==> src/rtl/bcd_cnt_pkg.sv <==
package bcd_cnt_pkg;
    localparam int DIGIT_W = 4;
    localparam logic [DIGIT_W-1:0] DIGIT_TOP = 4'd9;

    typedef enum logic {
        OVF_CLEAR = 1'b0,
        OVF_SET   = 1'b1
    } ovf_state_e;
endpackage

==> src/rtl/bcd_decade.sv <==
module bcd_decade
    import bcd_cnt_pkg::*;
(
    input  logic               clk,
    input  logic               rst,
    input  logic               inc,
    output logic [DIGIT_W-1:0] digit,
    output logic               carry
);
    logic [DIGIT_W-1:0] digit_q;

    always_ff @(posedge clk) begin
        if (rst) begin
            digit_q <= '0;
        end else if (inc) begin
            if (digit_q == DIGIT_TOP) begin
                digit_q <= '0;
            end else begin
                digit_q <= digit_q + 1'b1;
            end
        end
    end

    // Ripple to the next digit when this one rolls over
    assign carry = inc && (digit_q == DIGIT_TOP);
    assign digit = digit_q;
endmodule

==> src/rtl/ovf_tracker.sv <==
module ovf_tracker
    import bcd_cnt_pkg::*;
(
    input  logic clk,
    input  logic rst,
    input  logic wrap,
    output logic flag
);
    ovf_state_e state_q;
    ovf_state_e state_d;

    always_comb begin
        state_d = state_q;
        unique case (state_q)
            OVF_CLEAR: if (wrap) state_d = OVF_SET;
            OVF_SET:   state_d = OVF_SET;
            default:   state_d = OVF_CLEAR;
        endcase
    end

    always_ff @(posedge clk) begin
        if (rst) begin
            state_q <= OVF_CLEAR;
        end else begin
            state_q <= state_d;
        end
    end

    always_comb begin
        flag = (state_q == OVF_SET);
    end
endmodule

==> src/rtl/bcd_snapshot.sv <==
module bcd_snapshot #(
    parameter int WIDTH = 32
) (
    input  logic             clk,
    input  logic             rst,
    input  logic             load,
    input  logic [WIDTH-1:0] d,
    input  logic             ovf_in,
    output logic [WIDTH-1:0] q,
    output logic             ovf_n
);
    always_ff @(posedge clk) begin
        if (rst) begin
            q     <= '0;
            ovf_n <= 1'b1;
        end else if (load) begin
            q     <= d;
            ovf_n <= ~ovf_in;
        end
    end
endmodule

==> src/rtl/bcd_event_counter.sv <==
module bcd_event_counter
    import bcd_cnt_pkg::*;
#(
    parameter int NUM_DIGITS = 8
) (
    input  logic                          clk,
    input  logic                          rst,
    input  logic                          evt,
    input  logic                          show,
    output logic [NUM_DIGITS*DIGIT_W-1:0] shown_bcd,
    output logic                          ovf_shown_n
);
    localparam int BCD_W = NUM_DIGITS * DIGIT_W;

    logic [NUM_DIGITS:0] chain;
    logic [BCD_W-1:0]    cnt_bcd;
    logic                full_evt;
    logic                ovf_flag;

    assign chain[0] = evt;

    for (genvar g = 0; g < NUM_DIGITS; g++) begin : g_dec
        bcd_decade u_dec (
            .clk   (clk),
            .rst   (rst),
            .inc   (chain[g]),
            .digit (cnt_bcd[g*DIGIT_W +: DIGIT_W]),
            .carry (chain[g+1])
        );
    end

    assign full_evt = chain[NUM_DIGITS];

    ovf_tracker u_ovf (
        .clk  (clk),
        .rst  (rst),
        .wrap (full_evt),
        .flag (ovf_flag)
    );

    bcd_snapshot #(.WIDTH(BCD_W)) u_snap (
        .clk    (clk),
        .rst    (rst),
        .load   (show),
        .d      (cnt_bcd),
        .ovf_in (ovf_flag),
        .q      (shown_bcd),
        .ovf_n  (ovf_shown_n)
    );
endmodule

==> config.mk <==
export PLATFORM = sky130hd
export DESIGN_NAME = bcd_event_counter
export DESIGN_NICKNAME = d
export VERILOG_FILES = /design/src/rtl/bcd_cnt_pkg.sv /design/src/rtl/bcd_decade.sv /design/src/rtl/ovf_tracker.sv /design/src/rtl/bcd_snapshot.sv /design/src/rtl/bcd_event_counter.sv
export SDC_FILE = /design/constraint.sdc
export NUM_CORES = 1
export LEC_CHECK = 0
export BUFFER_PORTS_ARGS = -buffer_cell sky130_fd_sc_hd__buf_2
export CAP_MARGIN = 20
export CORE_UTILIZATION = 30
export DETAILED_ROUTE_END_ITERATION = 8
export PLACE_DENSITY = 0.53
export RECOVER_POWER = 100
export REMOVE_ABC_BUFFERS = 1
export SLEW_MARGIN = 20
export SYNTH_ARGS = -nofsm -noshare
export SYNTH_HDL_FRONTEND = slang
export SYNTH_SLANG_ARGS = --single-unit
==> constraint.sdc <==
create_clock -name clk -period 1.7 [get_ports clk]
set_clock_uncertainty 0.05 [all_clocks]
set_input_delay 0.255 -clock clk [delete_from_list [all_inputs] [get_ports clk]]
set_output_delay 0.255 -clock clk [all_outputs]
set_load 0.03 [all_outputs]
After elaboration in Yosys (flattened, before gate mapping)
Cells that the tools add are included.
- add/subtract/negate cells: 8
- eq/ne operators: 8
- reduce and logical (&&, ||, !) cells: 8
- muxes and demuxes: 10
- bitwise operators: 1
- operators by type and width (kind ; count):
    $add 4x1->4 const B ; 8
    $eq 4x4->1 const B ; 8
    $mux 4 ; 8
    $logic_and 1x1->1 ; 8
    $pmux 1 s2 ; 1
    $mux 1 ; 1
    $not 1->1 ; 1
- input bits: 4
- flip-flop bits (word level): 66
- output and inout port bits: 33

Depth between registers and ports, before layout
Gate-level depths: netlist (run 1).
- word-level depth: 11
- depth in mapped cells: 6
- mapped depth without buffers: 4

By module
From an unflattened synthesis (run 1), not the netlist that was laid out.
- cells, all modules: 278
- area total of the unflattened synthesis: 2740.1 sq um
- by module, submodules not included (module ; area an instance (sq um) ; cells an instance ; times used):
    bcd_decade ; 187.7 ; 21 ; 8
    bcd_snapshot ; 1208.7 ; 108 ; 1
    ovf_tracker ; 30.0 ; 2 ; 1

Least setup slack after synthesis (run 1)
Ideal clock, no wire load.
- path type: register -> register
- start: register g_dec[0].u_dec.digit_q[2]
- end: register g_dec[6].u_dec.digit_q[0]
- stages on the path, launching flop included: 7
- period minus slack after synthesis: 1.677 ns
- path slack: 0.023 ns
- data arrival time: 1.506 ns
- library setup time: 0.121 ns
- cells stage by stage: dfxtp_1 -> and3b_1 -> buf_2 -> and4_2 -> buf_2 -> nand4b_1 -> mux2_2
- word-level cells in the longest chain between the ends: 7
- ends and longest elaborated chain (what ; RTL line ; source):
    start: declaration ; bcd_decade.sv:10 ; logic [DIGIT_W-1:0] digit_q;
    start signal: assignment ; bcd_decade.sv:19 ; digit_q <= digit_q + 1'b1;
    $eq 4x4->1 ; bcd_decade.sv:25 ; assign carry = inc && (digit_q == DIGIT_TOP);
    $logic_and 1x1->1 (6 in a row) ; bcd_decade.sv:25 ;
    end signal: assignment ; bcd_decade.sv:19 ;
    end: declaration ; bcd_decade.sv:10 ;
No other way between the ends.
A chain may end at the register's enable or synchronous reset.

Worst setup path after layout (run 1)
- start: register g_dec[0].u_dec.digit_q[2]
- end: register g_dec[7].u_dec.digit_q[0]
- word-level cells in the longest chain between the ends: 8
- ends and longest elaborated chain (what ; RTL line):
    $eq 4x4->1 ; bcd_decade.sv:25
    $logic_and 1x1->1 (7 in a row) ; bcd_decade.sv:25
    end signal: assignment ; bcd_decade.sv:19
    end: declaration ; bcd_decade.sv:10
No other way between the ends.

==> flow_metrics.tcl, run 1 <==
set metrics [dict create \
    routed_wl_um 6720 \
    finalHoldViolCount 0 \
    worst_path_largest_cell_delay_ps 510 \
    num_antenna_cells 0 \
    start_util_pct 31.0 \
    avgSynthCellArea_sq_um 9.33 \
    synth_top_area_cell "dfxtp_1" \
    die_w_um 100 \
    fillerInstances 962 \
    cts_buffer_depth 2 \
    vias 2515 \
    power.density_nw_per_um2 828 \
    place.gp.congestion 0.783 \
    status "finished clean" \
    dr.first_iter.drc_count 65 \
    r2r_cells 5 \
    io_pins 37 \
    grt_usage_pct 14.0 \
    synthMuxAreaShare_pct 12.3 \
    path_depth 5 \
    cts_root_buf "clkbuf_8" \
    setup_ws_ps 46.3 \
    synth_compound_area_share_pct 9.51 \
    ys_types 43 \
    h-tree-depth 3 \
    cts_sinks 66 \
    p_leak_nw 1.65 \
    crit_chain "and3b_2, buf_6, nand4_4, or4_4, a21oi_2" \
    critical_path_buf_inv_count 1 \
    cp_top_family "simple AND/OR/NAND/NOR gates" \
    synth_area_sq_um 2880 \
    critPathLaunchType "register" \
    ant_nets 0 \
    synthesis.instances 309 \
    overflow 0 \
    whs_ps 245 \
    wire_per_inst_um 12.8 \
    nets 395 \
    r2r_setup_slack_ps 50 \
    numCtsBuffers 9 \
    antenna_found_initial 0 \
    synth_ff_type "dfxtp_1" \
    first_pass_iters 4 \
    port_buffers 36 \
    maxCapViolCount 0 \
    grt_pass1_wl_um 11100 \
    worst_hold_path_type "input pin to register" \
    drc 0 \
    p_total_mw 3.19 \
    synth-xor-area-share_pct 2.13 \
    rows 35 \
    ir_drop_uv 542 \
    worst_pin_slew_ps 1140 \
    synth_edf_count 0 \
    setup_viol 0 \
    synth-seq-cells 66 \
    rsz0062_at_grt "true" \
    area_delta_synth_final_pct 33.6 \
    end_kind "register" \
    worstSkewPairLatency_ps 350 \
    fin_crit_sh_pct 97.3 \
    seq_area_frac_synth_pct 45.9 \
    viasPerCell 4.79 \
    die_y_um 100 \
    post-dp-hpwl_um 4530 \
    setup.worst_path.start "g_dec[0].u_dec.digit[2]" \
    core_sq_um 9280 \
    worstPathArrival_ps 1880 \
    r2r_end "g_dec[7].u_dec.digit[0]" \
    r2r-start "g_dec[0].u_dec.digit[2]" \
    fmax_mhz 605 \
    slew_violations 0 \
    cp-endpoint "g_dec[7].u_dec.digit[0]" \
    cp_slowest_cell "or4_4" \
    synth_top_family_by_area "simple AND/OR/NAND/NOR gates" \
    ys_warn_count 0 \
    hold_start "evt" \
    async_reset_ff_share_pct 0 \
    cp_max_fo 8 \
    fin_crit_ps 1650 \
    cts_tree "built" \
    dieArea_sq_um 10000 \
    synthSimpleGateAreaFrac_pct 26.3 \
    grt_pass1_vias 2371 \
    synth_top_area_share_pct 45.9 \
    place_ws_ps -22.8 \
    synth_fa_ha_area_share_pct 0 \
    required_ps 1930 \
    maxSlewHeadroom_pct 23.7 \
    hold_buffers 0 \
    clk_pin_slew_worst_paths_ps 70 \
    drive_gt1_share_pct 33.6 \
    grt_max_degree 35 \
    path_class "register to register" \
    synthTopCellsByArea "dfxtp_1, mux2i_1, nor2_1" \
]
-- layout make-up --
type	instances	area, sq um	share of cell area, %
multi-input combinational	221	1530	39.8
clock inverter	6	90.1	2.34
sequential	66	1330	34.5
clock buffer	10	138	3.58
timing repair buffer	87	579	15.1
inverter	6	22.5	0.585
tap	129	161	4.19
-- synth_stat cells, types with 2 or more instances --
cell type   n
a21oi_1    20
a31oi_1     5
and3_1      2
and3b_1     2
and4bb_2    3
and4bb_4    2
buf_2       6
buf_6       2
clkbuf_1    8
dfxtp_1    66
inv_1       6
mux2_2      3
mux2i_1    32
nand2_1    14
nand3_1     5
nand3b_1    3
nand4_1     6
nand4_2     2
nand4b_1    2
nor2_1     47
nor2b_1    18
nor3b_1     2
o21ai_0    14
o31ai_1     5
or3_1       3
or4_1       9
xor2_1      6
-- power by group --
group          internal, mW  switching (mW)
logic                0.0555          0.0866
clock network         0.867           0.616
registers              1.56         0.00457
-- logic make-up (layout without fill, tap and decap cells) --
group / Yosys count / count (layout)
AOI/OAI and AO/OA: 48 / 48
xor gates and xnor gates: 7 / 7
buffers and inverters: 23 / 109
DFF: 66 / 66
muxes: 35 / 35
and+or+nand+nor: 130 / 131
-- worst reg2reg max path, delay by kind of cell (launching register included) --
family	cells	cell delay (ps)
simple gates	3	940
compound gates	1	130
flops	1	310
buf+inv	1	150
-- placed cells by master (no fill, tap or decap), drive strengths merged, types with 4 or more instances in the layout --
cell type | Yosys | layout
a21oi | 20 | 20
a31oi | 5 | 5
and4bb | 5 | 5
buf | 9 | 85
clkbuf | 8 | 12
dfxtp | 66 | 66
inv | 6 | 6
mux2i | 32 | 32
nand2 | 14 | 14
nand3 | 6 | 7
nand4 | 8 | 8
nor2 | 47 | 47
nor2b | 18 | 18
o21ai | 14 | 14
o31ai | 5 | 5
or3 | 4 | 4
or4 | 9 | 9
xor2 | 6 | 6
-- worst min-delay path by stage --
stage / slack (ps) / endpoint / depth (start not counted)
after detailed placement: 420 / u_snap.ovf_n / 2
after CTS: 220 / g_dec[0].u_dec.digit[0] / 4
after floorplan: 270 / g_dec[0].u_dec.digit[3] / 1
after global placement: 410 / u_snap.ovf_n / 2
final: 240 / g_dec[0].u_dec.digit[0] / 4
after global routing: 280 / g_dec[0].u_dec.digit[0] / 4
-- flip-flops by register name, summed over array words and instances, names as in the netlist --
register           cells
g_dec.u_dec.digit     32
u_snap.ovf_n           1
u_ovf.flag             1
u_snap.q              32
-- through the flow --
stage | cell area (sq um) | util (%) | setup TNS [ps] | std cells
floorplan | 2790 | - | -189 | 292
global placement | 3510 | 37.8 | -17.6 | 505
detailed placement | 3510 | 37.8 | -78.0 | 505
CTS | 3760 | 40.5 | -90.9 | 521
global route | 3850 | 41.5 | -122 | 525
finish | 3850 | 41.5 | 0 | 525
-- repair_timing --
action,in CTS,in global routing
gates cloned,0,1
endpoints found under the setup margin,10,16
pin swaps,0,10
gates resized for setup,3,24
setup buffers,0,3
-- per-layer routing --
layer	up-vias	GRT usage [%]	wire length (um)
met5	-	0	0
met4	0	5.80	86
met3	9	3.69	300
met2	49	22.4	3170
met1	1195	18.0	3170
li1	1262	-	-
No activity file was read; power rests on OpenSTA's default activity.
==> run 2: changes to the inputs <==
--- a/config.mk
+++ b/config.mk
@@ -6,12 +6,12 @@
 export NUM_CORES = 1
 export LEC_CHECK = 0
 export BUFFER_PORTS_ARGS = -buffer_cell sky130_fd_sc_hd__buf_2
-export CAP_MARGIN = 20
 export CORE_UTILIZATION = 30
 export DETAILED_ROUTE_END_ITERATION = 8
 export PLACE_DENSITY = 0.53
 export RECOVER_POWER = 100
 export REMOVE_ABC_BUFFERS = 1
+export SETUP_SLACK_MARGIN = 0.15
 export SLEW_MARGIN = 20
 export SYNTH_ARGS = -nofsm -noshare
 export SYNTH_HDL_FRONTEND = slang
==> run 2 against run 1 <==
Compared with the run above: largest power group unchanged; highest routed layer unchanged; clock power barely moved; routed wire length rose by 2.0%; via count fell by 0.40%.
==> flow_metrics.tcl, run 2 (synthesis results as in run 1) <==
set metrics [dict create \
    path_class "register to register" \
    setup_viol 0 \
    routed_wl_um 6860 \
    num_antenna_cells 0 \
    numCtsBuffers 9 \
    core_sq_um 9280 \
    worstSkewPairLatency_ps 350 \
    status "finished clean" \
    setup.worst_path.start "g_dec[2].u_dec.digit[1]" \
    worst_path_largest_cell_delay_ps 530 \
    die_w_um 100 \
    required_ps 1920 \
    post-dp-hpwl_um 4530 \
    h-tree-depth 3 \
    dr.max_layer_used "met4" \
    met2RoutedLength_um 3290 \
    viasPerCell 4.77 \
    critPathLaunchType "register" \
    grt_pass1_vias 2430 \
    instances_no_fill 525 \
    start_util_pct 31.0 \
    maxCapViolCount 0 \
    drt-met1-wl_um 3240 \
    fmax_mhz 600 \
    fin_crit_sh_pct 98.1 \
    grt_max_degree 35 \
    die_y_um 100 \
    overflow 0 \
    vias 2505 \
    cp_slowest_cell "or4_4" \
    setup_ws_ps 32.7 \
    ir_drop_uv 548 \
    numPlacedInstances 505 \
    worst_pin_slew_ps 1140 \
    crit_chain "and4bb_4, buf_6, nand3_4, or4_4, a21oi_2" \
    critical_path_buf_inv_count 1 \
    cts_root_buf "clkbuf_8" \
    cp_top_family "simple AND/OR/NAND/NOR gates" \
    nets 395 \
    clk_pin_slew_worst_paths_ps 70 \
    dr.first_iter.drc_count 80 \
    whs_ps 246 \
    cts_sinks 66 \
    place_ws_ps -22.8 \
    rows 35 \
    cp_max_fo 6 \
    end_kind "register" \
    hold_start "evt" \
    mostFrequentLayoutCell "dfxtp_1" \
    place.gp.congestion 0.783 \
    fin_crit_ps 1670 \
    wire_per_inst_um 13.1 \
    grt_usage_pct 14.5 \
    drc 0 \
    maxSlewHeadroom_pct 24.0 \
    dieArea_sq_um 10000 \
    met3_length_um 248 \
    grt_pass1_wl_um 11400 \
    drive_gt1_share_pct 35.9 \
    area_delta_synth_final_pct 35.9 \
    first_pass_iters 4 \
    cts_tree "built" \
    p_leak_nw 1.66 \
    worstPathArrival_ps 1890 \
    slew_violations 0 \
    port_buffers 36 \
    r2r-start "g_dec[2].u_dec.digit[1]" \
    hold_buffers 0 \
    power.density_nw_per_um2 815 \
    finalHoldViolCount 0 \
    worst_hold_path_type "input pin to register" \
    io_pins 37 \
    antenna_found_initial 0 \
    rsz0062_at_grt "true" \
    layout_common_cells "dfxtp_1, nor2_1, buf_4, buf_2, mux2i_1" \
    cts_buffer_depth 2 \
    ant_nets 0 \
]
run 2: changes by cell type in the layout (fill, tap and decap cells not counted), moves of 2 or more:
cell	previous run	this run
a21oi_1	17	14
a21oi_2	3	6
dfxtp_1	61	59
dfxtp_2	5	7
nand3_1	5	3
o21ai_0	14	12
o21ai_1	0	2
run 2: through the flow:
stage,util (%),instance area [sq um],setup TNS (ps),total power [mW]
6_report,42.2,3920,0,3.19
5_1_grt,42.2,3920,-95.7,3.32
4_1_cts,41.6,3860,0,3.25
3_5_place_dp,37.8,3510,-78.0,1.74
3_3_place_gp,37.8,3510,-17.6,1.74
2_1_floorplan,-,2790,-189,1.65
run 2: power by group:
group,internal [mW],switching (mW),leakage [nW]
sequential,1.56,0.00459,0.536
clock,0.867,0.615,0.112
combinational,0.0585,0.0884,1.01
run 2: what timing repair did:
item                                   in CTS  in global routing
resized for setup                          25                 19
setup endpoints to repair                  21                 20
pin swaps                                  15                  8
endpoints found under the hold margin       0                  0
setup buffers                               2                  1
gates cloned                                1                  0
run 2: layer usage:
| metal | global-route usage [%] | vias to the layer above |
|---|---|---|
| met5 | 0 | - |
| met4 | 5.80 | 0 |
| met3 | 3.69 | 9 |
| met2 | 23.4 | 43 |
| li1 | - | 1264 |
| met1 | 18.5 | 1189 |
run 2: area by class of cell:
cell class / instances / area [sq um]
Timing Repair Buffer: 87 / 583
Multi-Input combinational cell: 221 / 1590
Inverter: 6 / 22.5
Fill cell: 955 / 5370
Sequential cell: 66 / 1330
Clock inverter: 6 / 90.1
Clock buffer: 10 / 138
Tap cell: 129 / 161
run 2: final timing paths:
path                                           endpoint  slack [ps]  cells past startpoint
worst max-delay path            g_dec[6].u_dec.digit[1]          30                      5
worst min-delay path            g_dec[0].u_dec.digit[0]         250                      4
worst max register to register  g_dec[6].u_dec.digit[1]          30                      5
worst min register to register             u_snap.ovf_n         430                      2
run 2: tightest hold or removal path: stages:
cell	delay, ps
buf_2	90
buf_4	120
xnor2_1	60
nor2_1	70
